--- src/rtl/bat_lookup_pkg.sv ---
package bat_lookup_pkg;

    localparam int unsigned WORD_W   = 32;
    localparam int unsigned TAG_HI   = 31;
    localparam int unsigned TAG_LO   = 28;
    localparam int unsigned BLK_HI   = 27;
    localparam int unsigned BLK_LO   = 17;
    localparam int unsigned BLK_W    = BLK_HI - BLK_LO + 1;
    localparam int unsigned TAG_W    = TAG_HI - TAG_LO + 1;
    localparam int unsigned ALT_LEN_W = 6;

    typedef enum logic [1:0] {
        ACC_FETCH  = 2'b00,
        ACC_LOAD   = 2'b01,
        ACC_STORE  = 2'b10,
        ACC_LOAD_B = 2'b11
    } acc_e;

    typedef struct packed {
        logic rd;
        logic wr;
        logic ex;
    } perm_t;

    typedef struct packed {
        logic             ok;
        logic [BLK_W-1:0] len_mask;
        perm_t            perm;
    } slot_attr_t;

    typedef struct packed {
        logic              valid;
        logic              hit;
        logic [WORD_W-1:0] pa;
        perm_t             perm;
        logic              fault;
    } rsp_t;

    function automatic perm_t std_perm(input logic [1:0] code);
        perm_t p;
        p.rd = (code != 2'd0);
        p.ex = (code != 2'd0);
        p.wr = (code == 2'd2);
        return p;
    endfunction

    function automatic perm_t alt_perm(input logic key, input logic [1:0] code);
        perm_t p;
        if (!key) begin
            p.rd = 1'b1;
            p.ex = 1'b1;
            p.wr = (code != 2'd3);
        end else begin
            p.rd = (code != 2'd0);
            p.ex = (code != 2'd0);
            p.wr = (code == 2'd2);
        end
        return p;
    endfunction

endpackage

--- src/rtl/bat_slot_decode.sv ---
module bat_slot_decode
    import bat_lookup_pkg::*;
(
    input  logic        alt_layout,
    input  logic        user,
    input  logic [12:0] upper_low,
    input  logic [6:0]  lower_low,
    output slot_attr_t  attr
);
    logic key;

    always_comb begin
        key  = user ? upper_low[2] : upper_low[3];
        attr = '0;
        if (!alt_layout) begin
            attr.len_mask = upper_low[12:2];
            attr.ok       = user ? upper_low[0] : upper_low[1];
            attr.perm     = std_perm(lower_low[1:0]);
        end else begin
            attr.len_mask = {{(BLK_W-ALT_LEN_W){1'b0}}, lower_low[ALT_LEN_W-1:0]};
            attr.ok       = lower_low[6];
            attr.perm     = alt_perm(key, upper_low[1:0]);
        end
    end
endmodule

--- src/rtl/bat_slot_match.sv ---
module bat_slot_match
    import bat_lookup_pkg::*;
(
    input  logic [WORD_W-1:0] ea,
    input  logic [TAG_HI:BLK_LO] upper_hi,
    input  logic [TAG_HI:BLK_LO] lower_hi,
    input  slot_attr_t        attr,
    output logic              hit,
    output logic [WORD_W-1:0] pa
);
    logic             tag_eq;
    logic             blk_eq;
    logic [BLK_W-1:0] ea_blk;

    always_comb begin
        ea_blk = ea[BLK_HI:BLK_LO];
        tag_eq = (ea[TAG_HI:TAG_LO] == upper_hi[TAG_HI:TAG_LO]);
        blk_eq = ((ea_blk & ~attr.len_mask) == upper_hi[BLK_HI:BLK_LO]);
        hit    = attr.ok && tag_eq && blk_eq;
        pa     = {lower_hi[TAG_HI:TAG_LO],
                  (ea_blk & attr.len_mask) | lower_hi[BLK_HI:BLK_LO],
                  ea[BLK_LO-1:0]};
    end
endmodule

--- src/rtl/bat_slot_pick.sv ---
module bat_slot_pick
    import bat_lookup_pkg::*;
#(
    parameter int unsigned NUM_SLOTS = 4
) (
    input  logic [NUM_SLOTS-1:0]             hit_i,
    input  logic [NUM_SLOTS-1:0][WORD_W-1:0] pa_i,
    input  perm_t [NUM_SLOTS-1:0]            perm_i,
    output logic                             hit_o,
    output logic [WORD_W-1:0]                pa_o,
    output perm_t                            perm_o
);
    always_comb begin
        hit_o  = 1'b0;
        pa_o   = '0;
        perm_o = '0;
        for (int i = 0; i < NUM_SLOTS; i++) begin
            if (!hit_o && hit_i[i]) begin
                hit_o  = 1'b1;
                pa_o   = pa_i[i];
                perm_o = perm_i[i];
            end
        end
    end
endmodule

--- src/rtl/bat_lookup.sv ---
module bat_lookup
    import bat_lookup_pkg::*;
#(
    parameter int unsigned NUM_SLOTS    = 4,
    parameter int unsigned ACTIVE_SLOTS = 4
) (
    input  logic                        clk,
    input  logic                        rst_n,
    input  logic                        req_valid,
    input  logic [31:0]                 req_ea,
    input  logic                        req_user,
    input  logic [1:0]                  req_acc,
    input  logic                        alt_layout,
    input  logic [NUM_SLOTS*32-1:0]     bat_upper,
    input  logic [NUM_SLOTS*32-1:0]     bat_lower,
    output logic                        rsp_valid,
    output logic                        rsp_hit,
    output logic [31:0]                 rsp_pa,
    output logic                        rsp_rd,
    output logic                        rsp_wr,
    output logic                        rsp_ex,
    output logic                        rsp_fault
);
    localparam int unsigned USED = (ACTIVE_SLOTS > NUM_SLOTS) ? NUM_SLOTS : ACTIVE_SLOTS;

    logic [NUM_SLOTS-1:0]             slot_hit;
    logic [NUM_SLOTS-1:0][WORD_W-1:0] slot_pa;
    perm_t [NUM_SLOTS-1:0]            slot_perm;

    for (genvar g = 0; g < NUM_SLOTS; g++) begin : g_slot
        logic [WORD_W-1:0] up_w;
        logic [WORD_W-1:0] lo_w;
        slot_attr_t        attr;
        logic              raw_hit;
        logic              unused_fields;

        assign up_w = bat_upper[g*WORD_W +: WORD_W];
        assign lo_w = bat_lower[g*WORD_W +: WORD_W];
        assign unused_fields = ^{up_w[16:13], lo_w[16:7]};

        bat_slot_decode u_dec (
            .alt_layout (alt_layout),
            .user       (req_user),
            .upper_low  (up_w[12:0]),
            .lower_low  (lo_w[6:0]),
            .attr       (attr)
        );

        bat_slot_match u_match (
            .ea       (req_ea),
            .upper_hi (up_w[TAG_HI:BLK_LO]),
            .lower_hi (lo_w[TAG_HI:BLK_LO]),
            .attr     (attr),
            .hit      (raw_hit),
            .pa       (slot_pa[g])
        );

        assign slot_perm[g] = attr.perm;

        if (g < USED) begin : g_on
            assign slot_hit[g] = raw_hit;
        end else begin : g_off
            assign slot_hit[g] = 1'b0;
        end
    end

    logic              sel_hit;
    logic [WORD_W-1:0] sel_pa;
    perm_t             sel_perm;

    bat_slot_pick #(.NUM_SLOTS(NUM_SLOTS)) u_pick (
        .hit_i  (slot_hit),
        .pa_i   (slot_pa),
        .perm_i (slot_perm),
        .hit_o  (sel_hit),
        .pa_o   (sel_pa),
        .perm_o (sel_perm)
    );

    rsp_t rsp_d, rsp_q;

    always_comb begin
        rsp_d = '0;
        if (req_valid) begin
            rsp_d.valid = 1'b1;
            if (sel_hit) begin
                rsp_d.hit  = 1'b1;
                rsp_d.pa   = sel_pa;
                rsp_d.perm = sel_perm;
                unique case (acc_e'(req_acc))
                    ACC_FETCH: rsp_d.fault = !sel_perm.ex;
                    ACC_STORE: rsp_d.fault = !sel_perm.wr;
                    default:   rsp_d.fault = !sel_perm.rd;
                endcase
            end
        end
    end

    always_ff @(posedge clk) begin
        if (!rst_n) rsp_q <= '0;
        else        rsp_q <= rsp_d;
    end

    assign rsp_valid = rsp_q.valid;
    assign rsp_hit   = rsp_q.hit;
    assign rsp_pa    = rsp_q.pa;
    assign rsp_rd    = rsp_q.perm.rd;
    assign rsp_wr    = rsp_q.perm.wr;
    assign rsp_ex    = rsp_q.perm.ex;
    assign rsp_fault = rsp_q.fault;
endmodule

--- config.mk ---
export PLATFORM = sky130hd
export DESIGN_NAME = bat_lookup
export DESIGN_NICKNAME = d
export VERILOG_FILES = /design/src/rtl/bat_lookup_pkg.sv /design/src/rtl/bat_slot_decode.sv /design/src/rtl/bat_slot_match.sv /design/src/rtl/bat_slot_pick.sv /design/src/rtl/bat_lookup.sv
export SDC_FILE = /design/constraint.sdc
export NUM_CORES = 1
export LEC_CHECK = 0
export ABC_AREA = 1
export BUFFER_PORTS_ARGS = -buffer_cell sky130_fd_sc_hd__buf_4
export CAP_MARGIN = 10
export CORE_AREA = 4 4 128 130
export CTS_CLUSTER_DIAMETER = 120
export CTS_CLUSTER_SIZE = 24
export DETAILED_ROUTE_END_ITERATION = 7
export DIE_AREA = 0 0 132 134
export PLACE_DENSITY_LB_ADDON = 0.12
export SLEW_MARGIN = 20
export SYNTH_ARGS = -nofsm -noshare
export SYNTH_HDL_FRONTEND = slang
export SYNTH_SLANG_ARGS = --single-unit
--- constraint.sdc ---
create_clock -name clk -period 2.15 [get_ports clk]
set_input_delay 0.1075 -clock clk [delete_from_list [all_inputs] [get_ports clk]]
set_output_delay 0.1075 -clock clk [all_outputs]
set_load 0.02 [all_outputs]
Word level (Yosys, flattened, before mapping):

Index checks and enable logic that the tools add are counted.

* bitwise logic cells: 16
* multiplexer cells: 31
* reduce and logical (&&, ||, !) cells: 28
* shift-type cells: 0
* $lt $le $gt $ge: 0
* equal/unequal tests: 21
* divide/modulo/power cells: 0
* add/sub/neg operators: 0
* multipliers: 0

Operators by type and width (count)
* 32-bit 2-to-1 mux: 4
* 11-bit AND: 8
* 15-bit 2-to-1 mux: 4
* 11-bit == test: 4
* 11-bit inverter: 4
* 11-bit OR: 4
* 38-bit 2-to-1 mux: 1
* 37-bit 2-to-1 mux: 1
* 3-bit 2-to-1 mux: 8
* 2-bit == test, second input constant: 9
* 4-bit == test: 4
* 2-bit nonzero test: 8
* 1-bit 2-to-1 mux: 12
* 1-bit logical AND: 11
* 2-bit != test, second input constant: 4
* 1-bit zero test: 6
* 3-bit AND reduction: 1
* 2-bit zero test: 1
* 1-bit case mux with 2 select lines: 1
* 2-bit AND reduction: 1

* bits in writable memories: 0
* ROM bits: 0
* latch bits: 0
* register bits: 38
* logic and storage cells: 103
* memories: 0

Logic depth before layout (Yosys ltp):

* depth after elaboration: 21
* depth in mapped cells: 19
* gate-level depth less buffers: 17

Modules after synthesis:

A second synthesis with hierarchy kept.

* cell total of the unflattened synthesis: 1111
* area, all modules: 6033.3 um2

By module, submodules not included
* bat_slot_match: instances 4, sequential area each 0.0 um2, cells each 125, area each 628.1 um2
* bat_slot_pick: instances 1, sequential area each 0.0 um2, cells each 278, area each 1447.6 um2
* bat_lookup: instances 1, sequential area each 760.7 um2, cells each 125, area each 1197.4 um2
* bat_slot_decode: instances 4, sequential area each 0.0 um2, cells each 52, area each 219.0 um2

Least setup slack after synthesis:

OpenSTA, ideal clock, no wires.

* path type: input to register
* start: input port alt_layout
* end: register rsp_q, in the netlist rsp_pa[27]
* cell stages on the path: 17
* arrival: 1.756 ns
* path slack: 0.285 ns
* cell sequence: buf_4 > inv_4 > buf_6 > buf_6 > nand2_1 > and2_1 > nand3_1 > nand2_1 > nor2_1 > nand3_1 > nor2_2 > nand4_4 > buf_4 > nor3_2 > nor2_1 > nand2_1 > inv_1

* longest elaborated chain between the ends: 16

Ends and longest elaborated chain
* start, declared: RTL line bat_lookup.sv:13 `input logic alt_layout,`
* 15-bit 2-to-1 mux: RTL line bat_slot_decode.sv:15 `if (!alt_layout) begin`
* 11-bit inverter: RTL line bat_slot_match.sv:18 `blk_eq = ((ea_blk & ~attr.len_mask) == upper_hi[BLK_HI:BLK_LO]);`
* 11-bit AND: RTL line bat_slot_match.sv:18
* 11-bit == test: RTL line bat_slot_match.sv:18
* 1-bit logical AND: RTL line bat_slot_match.sv:19 `hit = attr.ok && tag_eq && blk_eq;`
* 1-bit 2-to-1 mux: RTL line bat_slot_pick.sv:18 `if (!hit_o && hit_i[i]) begin`
* 1-bit zero test: RTL line bat_slot_pick.sv:18
* 1-bit logical AND: RTL line bat_slot_pick.sv:18
* 1-bit 2-to-1 mux: RTL line bat_slot_pick.sv:18
* 1-bit zero test: RTL line bat_slot_pick.sv:18
* 1-bit logical AND: RTL line bat_slot_pick.sv:18
* 1-bit 2-to-1 mux: RTL line bat_slot_pick.sv:18
* 1-bit zero test: RTL line bat_slot_pick.sv:18
* 1-bit logical AND: RTL line bat_slot_pick.sv:18
* 1-bit 2-to-1 mux: RTL line bat_slot_pick.sv:18
* 3-bit AND reduction (no source line)
* end signal, assigned: RTL line bat_lookup.sv:101 `else rsp_q <= rsp_d;`
* end, declared: RTL line bat_lookup.sv:80 `rsp_t rsp_d, rsp_q;`

Several ways; a longest one is shown, not always the timed one.
A chain may end at the register's enable or synchronous reset.

Worst setup path after layout:

* start: input port alt_layout
* end: register rsp_q, in the netlist rsp_fault

* longest elaborated chain between the ends: 17

Ends and longest elaborated chain
* 15-bit 2-to-1 mux: RTL line bat_slot_decode.sv:15
* 11-bit inverter: RTL line bat_slot_match.sv:18
* 11-bit AND: RTL line bat_slot_match.sv:18
* 11-bit == test: RTL line bat_slot_match.sv:18
* 1-bit logical AND: RTL line bat_slot_match.sv:19
* 1-bit 2-to-1 mux: RTL line bat_slot_pick.sv:18
* 1-bit zero test: RTL line bat_slot_pick.sv:18
* 1-bit logical AND: RTL line bat_slot_pick.sv:18
* 1-bit 2-to-1 mux: RTL line bat_slot_pick.sv:18
* 1-bit zero test: RTL line bat_slot_pick.sv:18
* 1-bit logical AND: RTL line bat_slot_pick.sv:18
* 1-bit 2-to-1 mux: RTL line bat_slot_pick.sv:18
* 1-bit zero test: RTL line bat_slot_pick.sv:18
* 1-bit logical AND: RTL line bat_slot_pick.sv:18
* 3-bit 2-to-1 mux: RTL line bat_slot_pick.sv:18
* 1-bit zero test, on equally long branches: RTL line bat_lookup.sv:93, bat_lookup.sv:91, bat_lookup.sv:92
* 1-bit case mux with 2 select lines: RTL line bat_lookup.sv:90 `unique case (acc_e'(req_acc))`

Several ways; a longest one is shown, not always the timed one.

==> results.md <==
* Initial antenna violation count at 0
* Most common cell after layout, fill and taps aside: buf_4
* Number of setup violations in the final report at 0
* Period minus WS final at 1.99 ns
* Total track usage at 0.208
* Worst VDD drop at 323 uV
* Final net count at 1,346
* CTS sink count at 37
* Routed wire per std cell at 15.4 um
* Clock buffer count from CTS at 5
* Drt via density at 4.53
* # rows at 45
* Fmax at 502 MHz
* Crit path launch type: primary input
* First-pass GRT wire length at 29.2 mm
* Main synth FF type: dfxtp_1
* Ant. Diodes at 0
* Synth warn at 0
* Area grow syn2layout at 71.1%
* Synth Cell Area at 0.00400 mm^2
* CTS tree: yes
* Clk slew on worst S/H paths at 0.05 ns
* Clock Root Buffer: clkbuf_16
* Status: completed
* Crit end category: register
* Unrepaired setup endpoints after global routing: true
* Worst Hold Launch: req_ea[13]
* Crit path kind: in2reg
* Vias at 5,617
* Dpl ws at -0.311 ns
* Leak at 0.00382 uW
* Full die area at 0.0177 mm^2
* Initial Utilization at 0.264
* Power per cell area at 355 mW/mm^2
* I/O pin count at 333
* IO buf count at 276
* Drc violations at 0
* Total overflow reported by the global router at 0
* Final antenna-violating net count at 0
* Die H at 134 um
* Max Fanout on Critical Path at 19
* FF/Latch Area at 741 um^2
* Vias in the first global route at 5,610
* Crit path required time at 2.36 ns
* Final WS setup at 0.159 ns
* Multi-input logic area at 0.00270 mm^2
* Post-route insts no fill at 1,240
* Synth Area per Inst at 5.41 um^2
* Max Cap Violations at 0
* Gpl congestion at 0.910
* Post-CTS Hold Buffers at 0
* Max clock buf depth at 2
* Final Hold Vio Count at 0
* Initial drt markers at 296
* Syn nets at 1,034
* Final WL at 19.1 mm
* Post-Syn Instances at 739
* Hold Crit Class: in2reg
* Async SR Flop Fraction at 0
* Core Area at 0.0151 mm^2
* Die W at 132 um
* Largest net degree at the start of global routing at 37
* Overall power at 2420 uW
* Fin. max-slew vios at 0
* Yosys cell types at 32
* Share of cells above drive strength 1 at 0.349
* Final Cycle Share at 0.926
* Slew @ Worst Pin at 0.321 ns
* Fillers at 1,668
* Htree depth at 2
* Flops & latches, synth at 37
* Number of synthesized flops with an enable pin at 0
* Relative slew slack at 0.786
* Detailed Place HPWL at 16.6 mm
* Crit path DAT at 2.20 ns
* Sequential area share after synthesis at 0.185
* Cells after DPL at 1,231
* Setup crit start: alt_layout
* DRT Pass-1 Iters at 5
* Commonest non-fill, non-tap cells in the layout: buf_4 (330), nand2_1 (243), nor2_1 (93)
## cells by family after synthesis
| group | count (synthesis) | share of synthesized area |
|---|---|---|
| and+or+nand+nor | 464 | 0.505 |
| xor gates and xnor gates | 18 | 0.0395 |
| AOI/OAI and AO/OA | 90 | 0.127 |
| DFF | 37 | 0.185 |
| buffers and inverters | 130 | 0.143 |
## flip-flops by register name, summed over array words and instances, names as in the netlist
name and count:
rsp_valid 1, rsp_hit 1, rsp_pa 32, rsp_rd 1, rsp_fault 1, rsp_wr 1
## cell usage after synthesis, types with 9 or more instances
| master | number | area share |
|---|---|---|
| xnor2_1 | 11 | 0.024 |
| o21ai_0 | 33 | 0.041 |
| dfxtp_1 | 37 | 0.19 |
| a21oi_1 | 36 | 0.045 |
| inv_1 | 92 | 0.086 |
| nor2_1 | 95 | 0.089 |
| nand3_1 | 73 | 0.091 |
| buf_2 | 10 | 0.013 |
| nand2_1 | 243 | 0.23 |
| nand4_1 | 21 | 0.033 |
| o211ai_1 | 9 | 0.017 |
| nand3b_1 | 14 | 0.026 |
| clkbuf_1 | 10 | 0.0094 |
## area by class of cell
type	count	share of cell area
clock buffer	6	0.0203
clock inverter	2	0.00549
inverter	97	0.0551
multi-input combinational	572	0.394
sequential	37	0.108
tap	188	0.0344
timing repair buffer	338	0.382
## final timing paths
check | end | slack, ns | cells after the start
setup / recovery | rsp_fault | 0.16 | 14
hold / removal | rsp_pa[13] | 0.04 | 3
## where the power goes
| part | leakage, uW | switching, uW | internal, uW |
|---|---|---|---|
| Sequential | 0.000298 | 0.212 | 687 |
| Clock | 0.0000831 | 289 | 579 |
| Combinational | 0.00344 | 395 | 476 |
## worst max-delay path: stages
cell     delay, ns
buf_4         0.13
buf_4         0.26
nand2_1       0.10
nand3_1       0.11
xor2_1        0.30
nand2_1       0.09
nor2_1        0.09
nand3_1       0.24
nand4_4       0.21
buf_4         0.20
nand3_1       0.14
nand3_1       0.10
nand2_1       0.05
nor2_1        0.08
## per-stage QoR
step,hold slack (ns),setup TNS [ns],util,instance area (um^2)
after floorplan,0.220,0,-,4000
after global placement,0.323,-6.98,0.436,6610
after detailed placement,0.328,-7.44,0.436,6610
after CTS,0.0382,0,0.448,6790
after global routing,0.0433,-0.0393,0.451,6840
final,0.0404,0,0.451,6840
## what timing repair did
item,4_1_cts,5_1_grt
setup endpoints to repair,1,32
pin swaps,0,1
hold endpoints to repair,0,0
setup buffers,0,1
resized for setup,1,10
## metal layers
layer,vias to the layer above,track usage,wire [um],share of wire
li1,2967,-,-,-
met5,-,0,0,0
met4,0,0.0723,566,0.030
met2,215,0.369,9260,0.48
met1,2403,0.252,7950,0.42
met3,32,0.0413,1340,0.070
Power figures use the tool's default switching activity.
